File: src/rtl/dtw_pkg.sv
package dtw_pkg;
  localparam int unsigned MS_DIV = 1000;

  // Cycles in the one-millisecond discard window, never below one.
  function automatic int unsigned win_cycles(input int unsigned hz);
    int unsigned c;
    c = hz / MS_DIV;
    if (c == 0) c = 1;
    return c;
  endfunction

  // Counter width able to hold 0 .. n-1.
  function automatic int unsigned cnt_bits(input int unsigned n);
    return (n <= 2) ? 1 : $clog2(n);
  endfunction

  // Timeout reporting needs both enables.
  function automatic logic report_gate(input logic local_en, input logic global_en);
    return local_en & global_en;
  endfunction

  // One-clock low pulse: high two samples ago, low one sample ago, high now.
  function automatic logic short_low(input logic older, input logic prev, input logic now);
    return older & ~prev & now;
  endfunction
endpackage

File: src/rtl/dtw_hold_timer.sv
module dtw_hold_timer #(
  parameter int unsigned WIN = 33000,
  parameter int unsigned CW  = 16
) (
  input  logic clk,
  input  logic rst_n,
  input  logic dt_en,
  input  logic cmpl_done,
  input  logic mst_return,
  output logic held,
  output logic expire
);
  localparam logic [CW-1:0] LAST = CW'(WIN - 1);

  logic          held_q;
  logic [CW-1:0] cnt_q;
  logic          capture_w;
  logic          handover_w;
  logic          at_last_w;

  assign capture_w  = dt_en && !held_q && cmpl_done;
  assign handover_w = dt_en && held_q && mst_return;
  assign at_last_w  = held_q && (cnt_q == LAST);
  assign expire     = dt_en && at_last_w && !mst_return;
  assign held       = held_q;

  always_ff @(posedge clk) begin
    if (!rst_n) begin
      held_q <= 1'b0;
      cnt_q  <= '0;
    end else if (!dt_en) begin
      held_q <= 1'b0;
      cnt_q  <= '0;
    end else if (capture_w) begin
      held_q <= 1'b1;
      cnt_q  <= '0;
    end else if (held_q) begin
      if (handover_w || expire) begin
        held_q <= 1'b0;
        cnt_q  <= '0;
      end else begin
        cnt_q <= cnt_q + CW'(1);
      end
    end
  end


  disabled_idle_chk: assert property (@(posedge clk) disable iff (!rst_n)
    !dt_en |=> !held_q);


  release_cause_chk: assert property (@(posedge clk) disable iff (!rst_n)
    $fell(held_q) |-> (!$past(dt_en) || $past(mst_return) || $past(cnt_q) == LAST));


  window_advance_chk: assert property (@(posedge clk) disable iff (!rst_n)
    held_q && $past(held_q) |-> cnt_q == CW'($past(cnt_q) + CW'(1)));
endmodule

File: src/rtl/dtw_ecc_detect.sv
module dtw_ecc_detect (
  input  logic clk,
  input  logic rst_n,
  input  logic ecc_int_n,
  output logic ecc_hit
);
  import dtw_pkg::*;

  logic s1_q;
  logic s2_q;

  always_ff @(posedge clk) begin
    if (!rst_n) begin
      s1_q <= 1'b1;
      s2_q <= 1'b1;
    end else begin
      s1_q <= ecc_int_n;
      s2_q <= s1_q;
    end
  end

  assign ecc_hit = short_low(s2_q, s1_q, ecc_int_n);


  ecc_single_chk: assert property (@(posedge clk) disable iff (!rst_n)
    ecc_hit |=> !ecc_hit);
endmodule

File: src/rtl/dtw_err_report.sv
module dtw_err_report (
  input  logic clk,
  input  logic rst_n,
  input  logic expire,
  input  logic to_serr_en,
  input  logic serr_en,
  input  logic ecc_serr_en,
  input  logic ecc_hit,
  input  logic stat_wr,
  input  logic stat_wdata,
  output logic serr_req,
  output logic discard,
  output logic to_status
);
  import dtw_pkg::*;

  logic to_err_w;
  logic ecc_err_w;
  logic clr_w;
  logic serr_q;
  logic disc_q;
  logic stat_q;

  assign to_err_w  = expire && report_gate(to_serr_en, serr_en);
  assign ecc_err_w = ecc_hit && ecc_serr_en;
  assign clr_w     = stat_wr && stat_wdata;

  always_ff @(posedge clk) begin
    if (!rst_n) begin
      serr_q <= 1'b0;
      disc_q <= 1'b0;
      stat_q <= 1'b0;
    end else begin
      serr_q <= to_err_w || ecc_err_w;
      disc_q <= expire;
      if (to_err_w)   stat_q <= 1'b1;
      else if (clr_w) stat_q <= 1'b0;
    end
  end

  assign serr_req  = serr_q;
  assign discard   = disc_q;
  assign to_status = stat_q;


  status_set_chk: assert property (@(posedge clk) disable iff (!rst_n)
    $rose(stat_q) |-> $past(to_serr_en && serr_en) && serr_q && disc_q);


  status_clear_chk: assert property (@(posedge clk) disable iff (!rst_n)
    $fell(stat_q) |-> $past(stat_wr && stat_wdata));


  serr_cause_chk: assert property (@(posedge clk) disable iff (!rst_n)
    serr_q |-> (disc_q || $past(ecc_hit && ecc_serr_en)));
endmodule

File: src/rtl/dly_txn_watch.sv
module dly_txn_watch #(
  parameter int unsigned CLK_HZ = 33000000
) (
  input  logic clk,
  input  logic rst_n,
  input  logic dt_en,
  input  logic to_serr_en,
  input  logic serr_en,
  input  logic ecc_serr_en,
  input  logic cmpl_done,
  input  logic mst_return,
  input  logic ecc_int_n,
  input  logic stat_wr,
  input  logic stat_wdata,
  output logic held,
  output logic serr_req,
  output logic discard,
  output logic to_status
);
  import dtw_pkg::*;

  localparam int unsigned WIN = win_cycles(CLK_HZ);
  localparam int unsigned CW  = cnt_bits(WIN);

  logic held_w;
  logic expire_w;
  logic ecc_hit_w;

  dtw_hold_timer #(.WIN(WIN), .CW(CW)) u_timer (
    .clk        (clk),
    .rst_n      (rst_n),
    .dt_en      (dt_en),
    .cmpl_done  (cmpl_done),
    .mst_return (mst_return),
    .held       (held_w),
    .expire     (expire_w)
  );

  dtw_ecc_detect u_ecc (
    .clk       (clk),
    .rst_n     (rst_n),
    .ecc_int_n (ecc_int_n),
    .ecc_hit   (ecc_hit_w)
  );

  dtw_err_report u_err (
    .clk         (clk),
    .rst_n       (rst_n),
    .expire      (expire_w),
    .to_serr_en  (to_serr_en),
    .serr_en     (serr_en),
    .ecc_serr_en (ecc_serr_en),
    .ecc_hit     (ecc_hit_w),
    .stat_wr     (stat_wr),
    .stat_wdata  (stat_wdata),
    .serr_req    (serr_req),
    .discard     (discard),
    .to_status   (to_status)
  );

  assign held = held_w;


  discard_release_chk: assert property (@(posedge clk) disable iff (!rst_n)
    discard |-> !held_w && $past(held_w));


  return_wins_chk: assert property (@(posedge clk) disable iff (!rst_n)
    $past(held_w && mst_return && dt_en) |-> !discard && !held_w);


  capture_chk: assert property (@(posedge clk) disable iff (!rst_n)
    $past(dt_en && cmpl_done && !held_w) && dt_en |-> held_w);
endmodule

File: config.mk
export PLATFORM = sky130hd
export DESIGN_NAME = dly_txn_watch
export DESIGN_NICKNAME = d
export VERILOG_FILES = /design/src/rtl/dtw_pkg.sv /design/src/rtl/dtw_hold_timer.sv /design/src/rtl/dtw_ecc_detect.sv /design/src/rtl/dtw_err_report.sv /design/src/rtl/dly_txn_watch.sv
export SDC_FILE = /design/constraint.sdc
export NUM_CORES = 1
export LEC_CHECK = 0
export BUFFER_PORTS_ARGS = -buffer_cell sky130_fd_sc_hd__buf_2
export CAP_MARGIN = 25
export CORE_UTILIZATION = 50
export CTS_BUF_LIST = sky130_fd_sc_hd__clkbuf_16
export DETAILED_ROUTE_END_ITERATION = 16
export HOLD_SLACK_MARGIN = 0.05
export PLACE_DENSITY = 0.84
export SLEW_MARGIN = 15
export SYNTH_ARGS = -nofsm -noshare
export SYNTH_HDL_FRONTEND = slang
export SYNTH_SLANG_ARGS = --single-unit
File: constraint.sdc
create_clock -name clk -period 1.55 [get_ports clk]
set_input_delay 0.155 -clock clk [delete_from_list [all_inputs] [get_ports clk]]
set_output_delay 0.155 -clock clk [all_outputs]
set_load 0.02 [all_outputs]
==> results of run 1 <==
[timing repair]
item / CTS / global route
hold buffers: 0 / 0
setup buffers: 0 / 1
endpoints found under the setup margin: 15 / 16
pin swaps: 2 / 6
gates resized for setup: 7 / 20
[through the flow]
step | total power [mW] | utilization
global route | 1.234 | 0.7322
CTS | 1.198 | 0.7047
finish | 1.196 | 0.7322
detailed placement | 0.6603 | 0.6528
global placement | 0.6570 | 0.6528
floorplan | 0.6247 | -
[worst min-delay path by stage]
| stage | start | end | slack, ns | depth (start not counted) |
|---|---|---|---|---|
| global placement | ecc_int_n | u_ecc.s1_q | 0.36 | 2 |
| floorplan | rst_n | u_ecc.s1_q | 0.23 | 1 |
| detailed placement | ecc_int_n | u_ecc.s1_q | 0.38 | 2 |
| global route | ecc_int_n | u_ecc.s1_q | 0.14 | 2 |
| CTS | ecc_int_n | u_ecc.s1_q | 0.13 | 2 |
| finish | ecc_int_n | u_ecc.s1_q | 0.12 | 2 |
[worst register-to-register path, stage by stage, from the launching register on]
cell and delay (ns):
dfxtp_2 0.34, nor4bb_4 0.30, nand4_1 0.25, o21ai_4 0.31, nor2_1 0.15, a22o_1 0.24
[cell type report]
cell class / instances / area, um2
clock buffer: 3 / 75.07
sequential: 22 / 450.4
multi-input combinational: 108 / 789.5
tap: 28 / 35.03
fill: 148 / 586.8
inverter: 1 / 3.754
timing repair buffer: 37 / 250.2
[routing by layer]
layer  up-vias  wire length (um)
met3         7               312
met1       608              1338
li1        586                 -
met5         -                 0
met2        71              1745
met4         0                31
[kinds of logic after synthesis]
kind of cell | synth area share
adder cells (fa/ha/maj) | 0.01081
flip-flops | 0.3805
multiplexers | 0.008649
buffers and inverters | 0.01405
AND/OR/NAND/NOR | 0.3676
AO/OA/AOI/OAI | 0.2184
[power by group]
part,internal (mW),switching (mW),total [mW],leakage [nW]
combinational,0.0347,0.0490,0.0836,0.410
sequential,0.568,0.00312,0.571,0.181
clock,0.341,0.200,0.541,0.0370
[cell usage after synthesis, types with 3 or more instances]
library cell	number	area share
nand3_1	13	0.056
a21boi_0	3	0.019
a21oi_1	6	0.026
and3_1	5	0.027
and2_1	4	0.022
nand2_1	13	0.042
nand4_1	4	0.022
nor3_1	3	0.013
o21ai_0	7	0.030
a22o_1	5	0.038
o31ai_2	4	0.043
nor2_1	8	0.026
dfxtp_1	22	0.38
[registers in the layout, indices dropped and copies added, names as in the netlist]
name             cells
u_err.discard        1
u_ecc.s2_q           1
u_err.serr_req       1
u_err.to_status      1
u_ecc.s1_q           1
u_timer.cnt_q       16
u_timer.held         1
==> impl_metrics.json, run 1 <==
{
  "nets": 185,
  "syn-cell-area_mm2": 0.001157,
  "synth_cells": 134,
  "viasPerCell": 6.392,
  "grt_pass1_wl_mm": 5.326,
  "power.density_mw_per_mm2": 745.5,
  "reg2regPathDepth": 5,
  "worstPathRequired_ns": 1.69,
  "setup_ws_ns": -0.1542,
  "cts_tree": "yes",
  "drv_cap": 0,
  "cts_buffers": 3,
  "drtAntennaViolNets": 0,
  "path_max_fanout": 8,
  "gr-usage-met3": 0.08333,
  "start_util": 0.5283,
  "end_kind": "register",
  "worst_pin_slew_ns": 0.3887,
  "rows": 17,
  "slowest_stage": "dfxtp_2",
  "path_cells": "nor4bb_4 -> nand4_1 -> o21ai_4 -> nor2_1 -> a22o_1",
  "path_class": "register to register",
  "leakage_nw": 0.6278,
  "worst_path_largest_cell_delay_ns": 0.34,
  "timing.slew.headroom": 0.7407,
  "status": "finished with violations",
  "die_area_mm2": 0.002511,
  "hold_viol": 0,
  "final_common_cell": "buf_4",
  "grtUsageMet2": 0.5133,
  "synth.distinct_cells": 42,
  "numPlacedInstances": 195,
  "antenna_cells": 0,
  "fin_cells": 199,
  "ys_seq_elements": 22,
  "path_buf_inv": 0,
  "core_mm2": 0.002191,
  "hp-class": "input pin to register",
  "die_w_um": 50.11,
  "dp_slack_ns": -0.1030,
  "num_vias": 1272,
  "top_usage_layer": "met2",
  "port_buffers": 14,
  "cts.path.max_buffers": 2,
  "yosys_most_used_dff": "dfxtp_1",
  "final_cell_mix": "buf_4 (21), dfxtp_1 (16), buf_2 (14), nand2_1 (13), nand3_1 (11)",
  "r2r-end": "u_timer.cnt_q[15]",
  "post_dp_cell_area_mm2": 0.001430,
  "crit_start": "u_timer.cnt_q[5]",
  "dp_hpwl_mm": 2.333,
  "avgSynthCellArea_um2": 8.637,
  "layout-drive-gt1-share": 0.3918,
  "yosys_warnings": 0,
  "die_h_um": 50.11,
  "max_freq_mhz": 586.8,
  "hold_slack_ns": 0.1240,
  "crit_family": "simple AND/OR/NAND/NOR gates",
  "skew_ns": 0.001703,
  "r2r-start": "u_timer.cnt_q[5]",
  "violations": "negative setup slack",
  "wirelength_mm": 3.428,
  "drt_iter0_markers": 52,
  "ios": 15,
  "clock_latency_ns": 0.25,
  "cts_root_buffer": "clkbuf_16",
  "report.final.slew_viol_count": 0,
  "critPathLaunchType": "register",
  "wl_per_cell_um": 17.23,
  "grt_start_max_net_pins": 12,
  "ys_seq_area_frac": 0.3805,
  "finalSetupViolCount": 10,
  "grt_pass1_vias": 1206,
  "grtUsageMet1": 0.3139,
  "async_flop_share": 0,
  "post-route-period-util": 1.099,
  "max-vdd-ir-drop_v": 0.0008688,
  "critical_path_cell_count": 5,
  "syn_to_final_growth_pct": 38.59,
  "cts_htree_levels": 1,
  "setup_tns_ns": -1.377,
  "antenna_found_initial": 0,
  "rsz0062_at_grt": "yes",
  "gp_congestion": 0.8883,
  "fin_crit_ns": 1.704,
  "design_area_mm2": 0.001604,
  "grt_usage": 0.2856,
  "crit_end": "u_timer.cnt_q[15]",
  "grt_overflow": 0,
  "syn_nets": 146,
  "first_pass_iters": 4,
  "synth-edff-count": 0,
  "cts_sinks": 22,
  "drc": 0,
  "path_clk_slew_ns": 0.06,
  "r2r_setup_slack_ns": -0.15,
  "critical_path_arrival_ns": 1.85
}
Power figures use the tool's default switching activity.
==> run 2, diff against run 1 <==
Settings changed: BUFFER_PORTS_ARGS -buffer_cell sky130_fd_sc_hd__buf_2 to -buffer_cell sky130_fd_sc_hd__clkbuf_2.
==> run 2 against run 1 <==
Net effect: the run still ends with negative setup slack left; sequential cell count did not move; global-route usage rose by 1.9 points; first-iteration DRC count rose by 40%; largest power group unchanged.
==> impl_metrics.json, run 2 (synthesis gave the netlist of run 1 again) <==
{
  "reg2regPathDepth": 5,
  "die_area_mm2": 0.002511,
  "final_common_cell": "buf_4",
  "r2r_setup_slack_ns": -0.13,
  "power.density_mw_per_mm2": 737.7,
  "syn_to_final_growth_pct": 42.70,
  "end_kind": "register",
  "grt_pass1_wl_mm": 5.658,
  "worst_path_largest_cell_delay_ns": 0.34,
  "p_clk_frac": 0.456,
  "first_pass_iters": 4,
  "rsz0062_at_grt": "yes",
  "path_clk_slew_ns": 0.06,
  "p_comb_frac": 0.073,
  "whs_path_depth": 2,
  "path_max_fanout": 8,
  "gp_congestion": 0.8651,
  "die_h_um": 50.11,
  "wl_per_cell_um": 17.76,
  "grt_start_max_net_pins": 12,
  "max_freq_mhz": 595.1,
  "port_buffers": 14,
  "finalSetupViolCount": 13,
  "critical_path_arrival_ns": 1.83,
  "antenna_found_initial": 0,
  "wirelength_mm": 3.587,
  "post-route-period-util": 1.084,
  "regMostFlops": "u_timer.cnt_q",
  "hold_start": "ecc_int_n",
  "fin_crit_ns": 1.680,
  "fillers": 139,
  "layout-drive-gt1-share": 0.4253,
  "start_util": 0.5283,
  "intPower_mw": 0.9476,
  "timing.slew.headroom": 0.7334,
  "ios": 15,
  "crit_start": "u_timer.cnt_q[8]",
  "largest_reg_flops": 16,
  "core_mm2": 0.002191,
  "antenna_cells": 0,
  "grt_pass1_vias": 1237,
  "seqPwrFrac": 0.471,
  "max-vdd-ir-drop_v": 0.0007613,
  "worst_pin_slew_ns": 0.3997,
  "cts_buffers": 3,
  "r2r-start": "u_timer.cnt_q[8]",
  "leakage_nw": 0.6447,
  "status": "finished with violations",
  "nets": 188,
  "drtAntennaViolNets": 0,
  "hold_viol": 0,
  "grt_overflow": 0,
  "hp-class": "input pin to register",
  "path_class": "register to register",
  "setup_tns_ns": -1.310,
  "final_cell_mix": "buf_4 (24), clkbuf_2 (14), dfxtp_1 (14), nand2_1 (13), nand3_1 (10)",
  "cts.path.max_buffers": 2,
  "critPathLaunchType": "register",
  "skew_ns": 0.001323,
  "cts_hold_buf": 0,
  "path_cells": "nor4bb_4 -> nand4_1 -> o21ai_4 -> nor2_1 -> a22o_1",
  "num_vias": 1305,
  "drv_cap": 0,
  "finish.utilization": 0.7539,
  "slowest_stage": "dfxtp_2",
  "viasPerCell": 6.460,
  "report.final.slew_viol_count": 0,
  "cts_root_buffer": "clkbuf_16",
  "power_switching_mw": 0.2708,
  "drc": 0,
  "setup_ws_ns": -0.1305,
  "violations": "negative setup slack",
  "cts_htree_levels": 1,
  "worstPathRequired_ns": 1.70,
  "p_sw_frac": 0.2222,
  "cts_tree": "yes",
  "clock_latency_ns": 0.26,
  "cts_sinks": 22,
  "drt_iter0_markers": 73,
  "grt_usage": 0.3048,
  "die_w_um": 50.11,
  "dp_hpwl_mm": 2.308,
  "rows": 17
}
==> run 2: cell count changes in the layout (fill, tap and decap cells not counted), moves of 3 or more <==
cell / change
buf_2: -14
clkbuf_2: +14
buf_4: +3
dfxtp_2: +3
==> run 2: repair_timing <==
action                     4_1_cts  5_1_grt
setup buffers                    2        2
resized for setup               10       20
pin swaps                        7        9
setup endpoints to repair       13       17
==> run 2: final timing paths <==
path	endpoint
max	u_timer.cnt_q[15]
min	u_ecc.s1_q
max reg2reg	u_timer.cnt_q[15]
min reg2reg	u_ecc.s2_q
==> run 2: worst max-delay path, delay by kind of cell, from the launching register on <==
family / cells / cell delay [ns]
simple gates: 3 / 0.67
flops: 1 / 0.34
compound gates: 2 / 0.56
==> run 2: area by class of cell <==
class | instances | area (um2) | area share
Timing Repair Buffer | 40 | 272.8 | 0.1652
Inverter | 1 | 3.754 | 0.002273
Sequential cell | 22 | 450.4 | 0.2727
Multi-Input combinational cell | 108 | 814.5 | 0.4932
Clock buffer | 3 | 75.07 | 0.04545
Tap cell | 28 | 35.03 | 0.02121
==> run 2: through the flow <==
step | worst slack, ns | cell area [um2] | hold slack (ns) | power [mW] | std cells
after floorplan | 0.005554 | 1172 | 0.2280 | 0.6247 | 134
after global placement | -0.04855 | 1430 | 0.3597 | 0.6571 | 195
after detailed placement | -0.1745 | 1430 | 0.3617 | 0.6609 | 195
after CTS | -0.03681 | 1570 | 0.1001 | 1.207 | 200
after global routing | -0.2283 | 1652 | 0.1197 | 1.244 | 202
final | -0.1305 | 1652 | 0.09421 | 1.218 | 202
==> run 2: power by group through the flow <==
| stage | logic [mW] | registers (mW) | clock network (mW) |
|---|---|---|---|
| final | 0.0891 | 0.573 | 0.556 |
| after global routing | 0.0942 | 0.573 | 0.576 |
| after CTS | 0.0785 | 0.573 | 0.555 |
| after detailed placement | 0.0754 | 0.586 | 0 |
| after global placement | 0.0719 | 0.585 | 0 |
| after floorplan | 0.0371 | 0.588 | 0 |
==> run 2: per-layer routing <==
layer,part of all wire,vias to the layer above,GRT usage
met5,0,-,0
li1,-,595,-
met2,0.51,78,0.5156
met4,0.021,0,0.1714
met1,0.40,624,0.3555
met3,0.072,8,0.05556
==> run 3, diff against run 2 <==
Settings changed: CORE_UTILIZATION 50 to 53, CTS_BUF_LIST sky130_fd_sc_hd__clkbuf_16 to sky130_fd_sc_hd__clkbuf_8.
==> run 3 against run 2 <==
Net effect: the run still ends with negative setup slack left; register-to-register slack worse by 0.08 ns; global-route usage decreased by 0.64 points; largest power group unchanged; sequential cell count stayed put; wire length rose by 3.2%; sequential power is essentially flat; worst hold slack better by 0.0061 ns; die area decreased by 5.4%.
==> impl_metrics.json, run 3 (synthesis gave the netlist of run 1 again) <==
{
  "skew_ns": 0.004981,
  "cts_root_buffer": "clkbuf_8",
  "worstPathRequired_ns": 1.72,
  "hold_slack_ns": 0.1003,
  "path_cells": "nor4bb_4 -> nand4_1 -> o21ai_4 -> buf_4 -> o21ai_1 -> a22o_1",
  "viasPerCell": 6.463,
  "regMostFlops": "u_timer.cnt_q",
  "nets": 189,
  "dp_hpwl_mm": 2.386,
  "final_common_cell": "buf_4",
  "gp_congestion": 0.8480,
  "finish.utilization": 0.8194,
  "end_kind": "register",
  "antenna_cells": 0,
  "post-route-period-util": 1.134,
  "cts.path.max_buffers": 2,
  "max_freq_mhz": 568.8,
  "cts_hold_buf": 0,
  "fin_crit_ns": 1.758,
  "crit_start": "u_timer.cnt_q[8]",
  "finalSetupViolCount": 12,
  "r2r-start": "u_timer.cnt_q[8]",
  "hp-class": "input pin to register",
  "grt_usage": 0.2983,
  "grt_overflow": 0,
  "path_max_fanout": 7,
  "rows": 16,
  "critPathLaunchType": "register",
  "cts_htree_levels": 1,
  "grt_pass1_wl_mm": 5.402,
  "timing.slew.headroom": 0.7425,
  "reg2regPathDepth": 6,
  "ios": 15,
  "slowest_stage": "dfxtp_2",
  "setup_ws_ns": -0.2080,
  "report.final.slew_viol_count": 0,
  "drc": 0,
  "path_clk_slew_ns": 0.08,
  "core_mm2": 0.002002,
  "wl_per_cell_um": 18.23,
  "first_pass_iters": 5,
  "syn_to_final_growth_pct": 41.73,
  "cts_buffers": 3,
  "rsz0062_at_grt": "yes",
  "antenna_found_initial": 0,
  "whs_path_depth": 2,
  "cts_sinks": 22,
  "drt_iter0_markers": 72,
  "r2r_setup_slack_ns": -0.21,
  "drtAntennaViolNets": 0,
  "status": "finished with violations",
  "leakage_nw": 0.6332,
  "wirelength_mm": 3.701,
  "worst_path_largest_cell_delay_ns": 0.35,
  "hold_viol": 0,
  "r2r-end": "u_timer.cnt_q[6]",
  "grt_pass1_vias": 1225,
  "num_vias": 1312,
  "die_h_um": 48.73,
  "start_util": 0.5781,
  "final_cell_mix": "buf_4 (26), dfxtp_1 (16), clkbuf_2 (14), nand2_1 (12), nand3_1 (10)",
  "layout-drive-gt1-share": 0.4148,
  "hold_start": "ecc_int_n",
  "power.density_mw_per_mm2": 671.0,
  "drv_cap": 0,
  "worst_pin_slew_ns": 0.3831,
  "port_buffers": 14,
  "largest_reg_flops": 16,
  "hold_end": "u_ecc.s1_q",
  "clock_latency_ns": 0.28,
  "violations": "negative setup slack",
  "cts_tree": "yes",
  "critical_path_arrival_ns": 1.93,
  "die_w_um": 48.73,
  "path_class": "register to register",
  "grt_start_max_net_pins": 13,
  "die_area_mm2": 0.002375,
  "max-vdd-ir-drop_v": 0.0006979
}
## run 3: cell types whose count changed in the layout (fill, tap and decap cells not counted), sizes merged
| cell | delta |
|---|---|
| buf | +1 |
| clkbuf | +1 |
## run 3: worst max-delay path by stage
stage,end
detailed placement,u_timer.cnt_q[8]
global route,u_timer.cnt_q[6]
finish,u_timer.cnt_q[6]
floorplan,u_timer.cnt_q[12]
CTS,u_timer.cnt_q[5]
global placement,u_timer.cnt_q[12]
## run 3: critical path: cells and delay by family (launching register included)
kind                   cells  cell delay [ns]
flip-flops                 1             0.35
AO/OA/AOI/OAI              3             0.59
buffers and inverters      1             0.17
AND/OR/NAND/NOR            2             0.55
## run 3: what timing repair did
action / in CTS / in global routing
buffers inserted: 0 / 3
gates resized for setup: 10 / 19
pin swaps: 7 / 16
endpoints found under the setup margin: 12 / 14
## run 3: final cells by class
type / instances / area (um2)
clock buffers: 4 / 55.05
fillers: 117 / 361.6
inverters: 1 / 3.754
multi-input cells: 108 / 820.8
flip-flops and latches: 22 / 450.4
well taps: 27 / 33.78
repair buffers: 41 / 276.5
## run 3: power by group
part / internal (mW) / switching, mW / leakage, nW
Sequential: 0.568 / 0.00338 / 0.181
Combinational: 0.0395 / 0.0535 / 0.423
Clock: 0.228 / 0.209 / 0.0288
## run 3: metrics by stage
step / std cells / total power [mW] / setup TNS (ns) / area [um2] / worst slack, ns
final: 203 / 1.101 / -1.723 / 1640 / -0.2080
after detailed placement: 196 / 0.6669 / -1.309 / 1444 / -0.1424
after floorplan: 134 / 0.6247 / 0 / 1172 / 0.005554
after CTS: 200 / 1.084 / -0.7123 / 1556 / -0.08589
after global routing: 203 / 1.116 / -2.735 / 1640 / -0.2663
after global placement: 196 / 0.6629 / -0.0009857 / 1444 / -0.0009857
## run 3: metal layers
| layer | wire (um) | up-vias | GRT usage |
|---|---|---|---|
| met5 | 0 | - | 0 |
| met4 | 138 | 0 | 0.1471 |
| met3 | 309 | 17 | 0.05346 |
| met2 | 1769 | 87 | 0.4861 |
| met1 | 1484 | 613 | 0.3772 |
| li1 | - | 595 | - |
